<file path="src/rtl/rs_pkg.sv">
package rs_pkg;
  localparam int TAG_W = 4;
  typedef logic [TAG_W-1:0] tag_t;
  localparam tag_t TAG_HAVE = '0;

  // broadcast matches a field that is still waiting
  function automatic logic tag_hit(tag_t waiting, logic bus_v, tag_t bus_tag);
    return bus_v && (waiting != TAG_HAVE) && (waiting == bus_tag);
  endfunction

  function automatic tag_t station_tag(int base, int idx);
    return tag_t'(base + idx);
  endfunction
endpackage

</file>
<file path="src/rtl/rs_operand.sv">
module rs_operand
  import rs_pkg::*;
#(
  parameter int DATA_W = 32
) (
  input  logic              clk,
  input  logic              rst_n,
  input  logic              live,
  input  logic              load,
  input  tag_t              in_tag,
  input  logic [DATA_W-1:0] in_data,
  input  logic              bus_v,
  input  tag_t              bus_tag,
  input  logic [DATA_W-1:0] bus_data,
  output logic              present,
  output logic [DATA_W-1:0] data_q
);
  tag_t tag_q;
  logic hit_in;
  logic hit_hold;

  assign hit_in   = load && tag_hit(in_tag, bus_v, bus_tag);
  assign hit_hold = live && !load && tag_hit(tag_q, bus_v, bus_tag);
  assign present  = (tag_q == TAG_HAVE);

  always_ff @(posedge clk) begin
    if (!rst_n) begin
      tag_q  <= TAG_HAVE;
      data_q <= '0;
    end else if (load) begin
      if (hit_in) begin
        tag_q  <= TAG_HAVE;
        data_q <= bus_data;
      end else begin
        tag_q  <= in_tag;
        data_q <= in_data;
      end
    end else if (hit_hold) begin
      tag_q  <= TAG_HAVE;
      data_q <= bus_data;
    end
  end
endmodule

</file>
<file path="src/rtl/rs_station.sv">
module rs_station
  import rs_pkg::*;
#(
  parameter int DATA_W = 32,
  parameter int OP_W   = 4
) (
  input  logic              clk,
  input  logic              rst_n,
  input  logic              alloc,
  input  logic              release_en,
  input  logic [OP_W-1:0]   op_in,
  input  tag_t              tag_a,
  input  logic [DATA_W-1:0] data_a,
  input  tag_t              tag_b,
  input  logic [DATA_W-1:0] data_b,
  input  logic              bus_v,
  input  tag_t              bus_tag,
  input  logic [DATA_W-1:0] bus_data,
  output logic              busy_q,
  output logic              ready,
  output logic [OP_W-1:0]   op_q,
  output logic [DATA_W-1:0] a_q,
  output logic [DATA_W-1:0] b_q
);
  logic a_have;
  logic b_have;

  always_ff @(posedge clk) begin
    if (!rst_n) begin
      busy_q <= 1'b0;
      op_q   <= '0;
    end else if (alloc) begin
      busy_q <= 1'b1;
      op_q   <= op_in;
    end else if (release_en) begin
      busy_q <= 1'b0;
    end
  end

  rs_operand #(.DATA_W(DATA_W)) u_opa (
    .clk(clk), .rst_n(rst_n), .live(busy_q), .load(alloc),
    .in_tag(tag_a), .in_data(data_a),
    .bus_v(bus_v), .bus_tag(bus_tag), .bus_data(bus_data),
    .present(a_have), .data_q(a_q)
  );

  rs_operand #(.DATA_W(DATA_W)) u_opb (
    .clk(clk), .rst_n(rst_n), .live(busy_q), .load(alloc),
    .in_tag(tag_b), .in_data(data_b),
    .bus_v(bus_v), .bus_tag(bus_tag), .bus_data(bus_data),
    .present(b_have), .data_q(b_q)
  );

  assign ready = busy_q && a_have && b_have;
endmodule

</file>
<file path="src/rtl/rs_pick.sv">
module rs_pick #(
  parameter int N = 3
) (
  input  logic [N-1:0] req,
  output logic         any,
  output logic [N-1:0] gnt
);
  always_comb begin
    gnt = '0;
    for (int i = N - 1; i >= 0; i--) begin
      if (req[i]) gnt = N'(1) << i;
    end
  end
  assign any = |req;
endmodule

</file>
<file path="src/rtl/rs_array.sv">
module rs_array
  import rs_pkg::*;
#(
  parameter int N_ENT    = 3,
  parameter int DATA_W   = 32,
  parameter int OP_W     = 4,
  parameter int BASE_TAG = 10
) (
  input  logic              clk,
  input  logic              rst_n,
  input  logic              iss_valid,
  input  logic [OP_W-1:0]   iss_op,
  input  logic [3:0]        iss_tag_a,
  input  logic [DATA_W-1:0] iss_data_a,
  input  logic [3:0]        iss_tag_b,
  input  logic [DATA_W-1:0] iss_data_b,
  output logic              iss_full,
  input  logic              cdb_valid,
  input  logic [3:0]        cdb_tag,
  input  logic [DATA_W-1:0] cdb_data,
  input  logic              disp_ready,
  output logic              disp_valid,
  output logic [OP_W-1:0]   disp_op,
  output logic [3:0]        disp_tag,
  output logic [DATA_W-1:0] disp_data_a,
  output logic [DATA_W-1:0] disp_data_b,
  output logic [N_ENT-1:0]  busy_vec
);
  localparam int IDX_W = (N_ENT > 1) ? $clog2(N_ENT) : 1;

  logic [N_ENT-1:0]  ready_vec;
  logic [N_ENT-1:0]  alloc_oh;
  logic [N_ENT-1:0]  disp_oh;
  logic              alloc_any;
  logic              iss_fire;
  logic              disp_fire;
  logic [IDX_W-1:0]  disp_idx;
  logic [OP_W-1:0]   op_arr [N_ENT];
  logic [DATA_W-1:0] a_arr  [N_ENT];
  logic [DATA_W-1:0] b_arr  [N_ENT];

  rs_pick #(.N(N_ENT)) u_free_pick (
    .req(~busy_vec), .any(alloc_any), .gnt(alloc_oh)
  );
  rs_pick #(.N(N_ENT)) u_disp_pick (
    .req(ready_vec), .any(disp_valid), .gnt(disp_oh)
  );

  assign iss_full  = !alloc_any;
  assign iss_fire  = iss_valid && alloc_any;
  assign disp_fire = disp_valid && disp_ready;

  for (genvar g = 0; g < N_ENT; g++) begin : g_st
    rs_station #(.DATA_W(DATA_W), .OP_W(OP_W)) u_st (
      .clk(clk), .rst_n(rst_n),
      .alloc(iss_fire && alloc_oh[g]),
      .release_en(disp_fire && disp_oh[g]),
      .op_in(iss_op),
      .tag_a(tag_t'(iss_tag_a)), .data_a(iss_data_a),
      .tag_b(tag_t'(iss_tag_b)), .data_b(iss_data_b),
      .bus_v(cdb_valid), .bus_tag(tag_t'(cdb_tag)), .bus_data(cdb_data),
      .busy_q(busy_vec[g]), .ready(ready_vec[g]),
      .op_q(op_arr[g]), .a_q(a_arr[g]), .b_q(b_arr[g])
    );
  end

  always_comb begin
    disp_idx    = '0;
    disp_op     = '0;
    disp_data_a = '0;
    disp_data_b = '0;
    for (int i = 0; i < N_ENT; i++) begin
      if (disp_oh[i]) begin
        disp_idx    = IDX_W'(i);
        disp_op     = op_arr[i];
        disp_data_a = a_arr[i];
        disp_data_b = b_arr[i];
      end
    end
  end

  assign disp_tag = station_tag(BASE_TAG, int'(disp_idx));
endmodule

</file>
<file path="config.mk">
export PLATFORM = sky130hd
export DESIGN_NAME = rs_array
export DESIGN_NICKNAME = d
export VERILOG_FILES = /design/src/rtl/rs_pkg.sv /design/src/rtl/rs_operand.sv /design/src/rtl/rs_station.sv /design/src/rtl/rs_pick.sv /design/src/rtl/rs_array.sv
export SDC_FILE = /design/constraint.sdc
export NUM_CORES = 1
export LEC_CHECK = 0
export BUFFER_PORTS_ARGS = -buffer_cell sky130_fd_sc_hd__clkbuf_2
export CAP_MARGIN = 20
export CORE_ASPECT_RATIO = 0.5
export CORE_UTILIZATION = 54
export CTS_CLUSTER_SIZE = 28
export DETAILED_ROUTE_END_ITERATION = 8
export PLACE_DENSITY = 0.77
export SYNTH_ARGS = -nofsm -noshare
export SYNTH_HDL_FRONTEND = slang
export SYNTH_HIERARCHICAL = 1
export SYNTH_SLANG_ARGS = --single-unit
export TNS_END_PERCENT = 20
</file>
<file path="constraint.sdc">
create_clock -name clk -period 2.05 [get_ports clk]
set_input_delay 0.1025 -clock clk [delete_from_list [all_inputs] [get_ports clk]]
set_output_delay 0.1025 -clock clk [all_outputs]
set_load 0.005 [all_outputs]
</file>
==> results of run 1 <==
[critical path: cells and delay by family (launching register included)]
family,cells,cell delay [ns]
AOI/OAI and AO/OA,2,0.26
buffers and inverters,4,0.62
DFF,1,0.34
and+or+nand+nor,3,0.87
[power groups by stage]
stage | logic [uW] | registers, uW | clock network (uW)
6_report | 3900 | 4940 | 4250
3_3_place_gp | 3530 | 5010 | 0
5_1_grt | 4110 | 4960 | 4420
2_1_floorplan | 2380 | 4960 | 0
4_1_cts | 3690 | 4930 | 4250
3_5_place_dp | 3610 | 5020 | 0
[registers in the layout, summed over array words and instances, names as in the netlist]
name,count
g_st.u_st/busy_q,3
g_st.u_st/op_q,12
g_st.u_st/u_opa/data_q,96
g_st.u_st/u_opa/tag_q,12
g_st.u_st/u_opb/data_q,96
g_st.u_st/u_opb/tag_q,12
[area by class of cell]
| type | instances | area, um^2 | share of cell area |
|---|---|---|---|
| Clock buffer | 37 | 669.4 | 0.02842 |
| Clock inverter | 6 | 41.29 | 0.001753 |
| Inverter | 65 | 246.5 | 0.01046 |
| Multi-Input combinational cell | 1589 | 13740 | 0.5835 |
| Sequential cell | 231 | 4638 | 0.1969 |
| Tap cell | 475 | 594.3 | 0.02523 |
| Timing Repair Buffer | 404 | 3621 | 0.1537 |
[layout by cell type (no fill, tap or decap), drive strengths merged]
master / synthesis / final
a211oi: 240 / 240
a21o: 12 / 12
a21oi: 68 / 68
a22oi: 186 / 186
a2bb2oi: 68 / 68
a311oi: 192 / 192
a31oi: 6 / 6
and2: 186 / 186
and3: 9 / 9
and4: 6 / 6
buf: 139 / 252
clkbuf: 127 / 183
clkinv: 6 / 12
conb: 1 / 1
dfxtp: 231 / 231
dlygate4sd3: 0 / 6
inv: 59 / 59
mux2i: 198 / 198
nand2: 18 / 18
nand3b: 68 / 68
nor2: 6 / 6
nor2b: 24 / 24
nor3: 6 / 6
nor3b: 188 / 188
nor4: 18 / 18
o21a: 27 / 27
o21ai: 6 / 6
or2: 12 / 12
or3: 2 / 2
xnor2: 18 / 18
xor2: 24 / 24
[cell families after synthesis]
| kind of cell | count (synthesis) |
|---|---|
| buffers and inverters | 331 |
| multiplexers | 198 |
| other | 1 |
| AO/OA/AOI/OAI | 805 |
| XOR/XNOR | 42 |
| flip-flops | 231 |
| AND/OR/NAND/NOR | 543 |
[metrics by stage]
| step | instances | hold slack (ns) |
|---|---|---|
| final | 2807 | 0.04042 |
| after CTS | 2798 | 0.02186 |
| after global placement | 2738 | 0.4024 |
| after global routing | 2807 | 0.04759 |
| after detailed placement | 2738 | 0.4097 |
| after floorplan | 2151 | 0.2200 |
[what timing repair did]
item | in CTS | in global routing
endpoints found under the setup margin | 134 | 259
cloned | 2 | 4
setup buffers | 9 | 6
pin swaps | 9 | 66
endpoints found under the hold margin | 18 | 0
hold buffers | 6 | 0
resized for setup | 42 | 134
[worst max-delay path by stage]
stage	slack, ns	endpoint
floorplan	-0.02	g_st[2].u_st/u_opa/data_q[10]$_SDFFE_PN0P_
global placement	-0.25	disp_data_b[26]
detailed placement	-0.27	disp_data_a[6]
CTS	-0.50	disp_data_b[0]
global route	-0.71	disp_data_a[11]
finish	-0.68	disp_data_a[11]
[routing by layer]
layer / vias to the layer above / wire [um] / global-route usage
met2: 1358 / 31580 / 0.5655
li1: 8824 / - / -
met5: - / 0 / 0
met3: 326 / 6321 / 0.05035
met4: 0 / 4229 / 0.1966
met1: 9826 / 27140 / 0.4555
==> impl_metrics.yaml, run 1 <==
power:
  p_total_uw: 13100
  p_clk_frac: 0.325
  combPwrFrac: 0.298
  seqPwrFrac: 0.378
  switchingPower_uw: 4452
  powerDensity_nw_per_um2: 556.0
  switching_share: 0.3399
  vdd_drop_max_uv: 497.4
  leakage_uw: 0.007791
  internal_power_uw: 8645
synthesis:
  syn_avg_cell_area_um2: 9.091
  synth_flop_cell: "dfxtp_1"
  synthTopCellsByCount: "a211oi_1 (240), dfxtp_1 (231), mux2i_1 (198), nor3b_1 (188)"
  synth_top_family_by_area: "compound AO/OA/AOI/OAI gates"
  yosysMostFrequentCell: "a211oi_1"
  synth_adder_area_share: 0
  synth_top_area_frac: 0.2365
  netlist.top_cell.by_area: "dfxtp_1"
  synth_simple_gate_area_frac: 0.1966
  synthTopCellsByArea: "dfxtp_1 (24%), mux2i_1 (10%), a211oi_1 (9.2%), a311oi_2 (8.3%), nor3b_1 (7.2%)"
  ys_seq_elements: 231
  async_flop_share: 0
  synth_edf_count: 0
  seq_area_frac_synth: 0.2365
  synth.distinct_cells: 41
  muxShareOfSynthArea: 0.1014
  syn_inst: 2151
  syn_nets: 2268
  synth_area_um2: 19550
  synth_compound_area_frac: 0.3551
  synth-xor-area-share: 0.02112
  ys_warn_count: 6
layout:
  fill_cells: 2674
  drive_gt1_frac: 0.2950
  utilization: 0.6716
  insertedDiodeCount: 0
  layout.nets: 2432
  design_area_um2: 23550
  syn_to_final_growth_pct: 20.46
timing:
  fin_worst_skew_ns: 0.01333
  fin_setup_tns_ns: -39.16
  period_needed_ns: 2.730
  rsz0062_at_grt: "true"
  finalSetupViolations: 71
  relSlewSlack: 0.6219
  fmax_ghz: 0.3663
  finalMaxSlewViolations: 0
  fin_crit_sh: 1.332
  worstMarginPinSlew_ns: 0.5672
  hold_viol: 0
  fin_ws_ns: -0.6799
run_status:
  status: "finished with violations"
  violations: "negative setup slack"
worst_setup_path:
  r2r_cells: 7
  worst-setup-path-type: "reg2out"
  path_max_fanout: 7
  critPathLaunchType: "register"
  r2r_slack_ns: 0.01
  critPathMaxStageDelay_ns: 0.35
  crit_slowest_cell: "nor4_4"
  rr_startpoint: "g_st[1].u_st/busy_q$_SDFFE_PN0P_"
  crit_arrival_ns: 2.63
  end_kind: "primary output"
  critPathRequiredTime_ns: 1.95
  crit_chain: "nor4_4 -> and3_4 -> nor3b_4 -> buf_12 -> buf_16 -> buf_6 -> a21oi_1 -> a2bb2oi_1 -> clkbuf_2"
  critPathLaunch: "g_st[2].u_st/u_opa/tag_q[3]$_SDFFE_PN0P_"
  reg2reg_to: "g_st[1].u_st/u_opb/data_q[23]$_SDFFE_PN0P_"
floorplan:
  die_h_um: 136.6
  initial_core_util: 0.5575
  design.die.area_um2: 37020
  core.rowCount: 48
  core_um2: 35070
  die_w_um: 271.1
  num_io_pins: 194
worst_hold_path:
  hold_path_class: "in2reg"
  hold_end: "g_st[1].u_st/busy_q$_SDFFE_PN0P_"
  hold_path_depth: 4
  min_from: "disp_ready"
clock_tree:
  cts-buffers-inserted: 24
  clockBufferDepth: 3
  path_clk_slew_ns: 0.07
  clk-insertion-delay-late_ns: 0.55
  cts_sinks: 231
  clock-root-buffer: "clkbuf_16"
  h-tree-depth: 1
  tritoncts: "done"
global_routing:
  grt_max_degree: 51
  grt_pass1_vias: 18980
  grt_antenna_before_repair: 0
  overflow: 0
  grt_pass1_wl_um: 105300
  grt_usage: 0.3510
detailed_routing:
  wl_per_cell_um: 24.68
  ant_nets: 0
  firstDrtPassIters: 7
  viasPerCell: 7.244
  wl_um: 69280
  route.detailed.drc: 0
  drtIter0Drc: 2516
  num_vias: 20330
place:
  dpl_cell_area_um2: 21900
  hpwl_um: 45650
  dpl_worst_slack_ns: -0.2655
  place_congestion: 0.9083
  port_buffers: 192
run:
  cap_viol_max_count: 0
No activity file was read; power rests on OpenSTA's default activity.
==> inputs of run 2 (changes only) <==
--- a/config.mk
+++ b/config.mk
@@ -7,7 +7,6 @@
 export LEC_CHECK = 0
 export BUFFER_PORTS_ARGS = -buffer_cell sky130_fd_sc_hd__clkbuf_2
 export CAP_MARGIN = 20
-export CORE_ASPECT_RATIO = 0.5
 export CORE_UTILIZATION = 54
 export CTS_CLUSTER_SIZE = 28
 export DETAILED_ROUTE_END_ITERATION = 8
@@ -16,4 +15,4 @@
 export SYNTH_HDL_FRONTEND = slang
 export SYNTH_HIERARCHICAL = 1
 export SYNTH_SLANG_ARGS = --single-unit
-export TNS_END_PERCENT = 20
+export TNS_END_PERCENT = 10
==> impl_metrics.yaml, run 2 (synthesis gave the netlist of run 1 again) <==
clock_tree:
  path_clk_slew_ns: 0.06
  cts_sinks: 231
  tritoncts: "done"
  clk-insertion-delay-late_ns: 0.57
  clockBufferDepth: 3
  h-tree-depth: 1
  clock-root-buffer: "clkbuf_16"
  cts-buffers-inserted: 30
power:
  switching_share: 0.3274
  combPwrFrac: 0.270
  leakage_uw: 0.007791
  p_total_uw: 14830
  internal_power_uw: 9972
  seqPwrFrac: 0.333
  switchingPower_uw: 4854
  p_clk_frac: 0.396
  powerDensity_nw_per_um2: 630.1
  vdd_drop_max_uv: 664.3
worst_hold_path:
  min_from: "disp_ready"
  hold_end: "g_st[0].u_st/busy_q$_SDFFE_PN0P_"
  hold_path_depth: 4
  hold_path_class: "in2reg"
worst_setup_path:
  r2r_cells: 8
  critPathLaunch: "g_st[2].u_st/u_opa/tag_q[1]$_SDFFE_PN0P_"
  critPathMaxStageDelay_ns: 0.34
  worst-setup-path-type: "reg2out"
  path_buf_inv: 4
  critical-path-top-delay-family: "simple AND/OR/NAND/NOR gates"
  cp.depth: 9
  r2r_slack_ns: -0.05
  end_kind: "primary output"
  rr_startpoint: "g_st[1].u_st/busy_q$_SDFFE_PN0P_"
  path_max_fanout: 10
  crit_arrival_ns: 2.52
  critPathLaunchType: "register"
  critPathRequiredTime_ns: 1.95
  crit_slowest_cell: "dfxtp_2"
  crit_top_cell: "buf_12"
  crit_chain: "nor4_4 -> and3_4 -> nor3b_4 -> buf_6 -> buf_12 -> buf_12 -> a21oi_1 -> a2bb2oi_2 -> clkbuf_2"
  reg2reg_to: "g_st[2].u_st/u_opb/data_q[3]$_SDFFE_PN0P_"
floorplan:
  die_w_um: 192.3
  core.rowCount: 69
  core_um2: 35570
  design.die.area_um2: 36980
  die_h_um: 192.3
  initial_core_util: 0.5497
  num_io_pins: 194
detailed_routing:
  num_vias: 21050
  wl_per_cell_um: 27.97
  ant_nets: 0
  route.detailed.drc: 0
  drtIter0Drc: 3033
  wl_um: 78100
  firstDrtPassIters: 7
  viasPerCell: 7.540
timing:
  fin_ws_ns: -0.5685
  finalMaxSlewViolations: 0
  fmax_ghz: 0.3819
  fin_crit_sh: 1.277
  fin_worst_skew_ns: 0.01156
  period_needed_ns: 2.619
  hold_viol: 0
  rsz0062_at_grt: "true"
  worstMarginPinSlew_ns: 0.7837
  fin_hold_ws_ns: 0.06121
  relSlewSlack: 0.4771
  finalSetupViolations: 77
global_routing:
  grt_usage: 0.4096
  grt_max_degree: 45
  grt_pass1_vias: 21010
  grt_pass1_wl_um: 119000
  grt_antenna_before_repair: 0
  overflow: 0
run:
  cap_viol_max_count: 0
layout:
  syn_to_final_growth_pct: 20.34
  largestRegisters: "g_st.u_st/u_opa/data_q: 96 flops, g_st.u_st/u_opb/data_q: 96 flops"
  final_common_cell: "a211oi_1"
  final_cells: 2792
  layout_common_cells: "a211oi_1 (240), dfxtp_1 (226), mux2i_1 (198)"
  layout.nets: 2423
  utilization: 0.6616
  drive_gt1_frac: 0.2828
place:
  dp.cells: 2713
  port_buffers: 192
  place_congestion: 0.9369
  dpl_worst_slack_ns: -0.1336
  hpwl_um: 48560
run_status:
  status: "finished with violations"
  violations: "negative setup slack"
-- run 2: cell type report --
type	instances	area [um^2]
repair buffers	389	3408
diodes	1	2.502
clock buffers	38	832.0
fillers	2767	12040
well taps	461	576.8
multi-input cells	1589	13580
clock inverters	18	251.5
inverters	65	249.0
flip-flops and latches	231	4631
-- run 2: per-stage QoR --
stage               setup TNS [ns]  cell area, um^2
global route                -42.19            23530
detailed placement         -0.4301            21660
CTS                         -31.97            23310
floorplan                   -1.273            19560
global placement           -0.3472            21660
finish                      -36.08            23530
-- run 2: per-layer routing --
layer,share of wire,up-vias,global-route usage
li1,-,8789,-
met1,0.37,10120,0.5281
met2,0.43,1704,0.6126
met3,0.12,442,0.07838
met4,0.075,0,0.2886
met5,0,-,0
-- run 2: worst max path at each step --
stage / to
global placement: disp_data_a[29]
detailed placement: disp_data_a[29]
floorplan: g_st[1].u_st/u_opa/data_q[10]$_SDFFE_PN0P_
global route: disp_data_b[15]
CTS: disp_data_b[25]
finish: disp_data_a[24]
-- run 2: worst min-delay path, cell delays in order --
cell and delay, ns:
clkbuf_2 0.13, and3_1 0.16, nor2b_1 0.04, o21a_1 0.15
-- run 2: what timing repair did --
action | 4_1_cts | 5_1_grt
hold buffers | 6 | 0
endpoints found under the hold margin | 18 | 0
setup endpoints to repair | 72 | 127
cloned | 4 | 3
resized for setup | 66 | 22
setup buffers | 4 | 5
pin swaps | 21 | 12
-- run 2: power groups by stage --
stage | clock [uW] | combinational [uW] | sequential (uW)
floorplan | 0 | 2380 | 4960
global placement | 0 | 3570 | 5010
detailed placement | 0 | 3690 | 5010
CTS | 5850 | 3820 | 4930
global route | 6030 | 4180 | 4960
finish | 5870 | 4010 | 4940
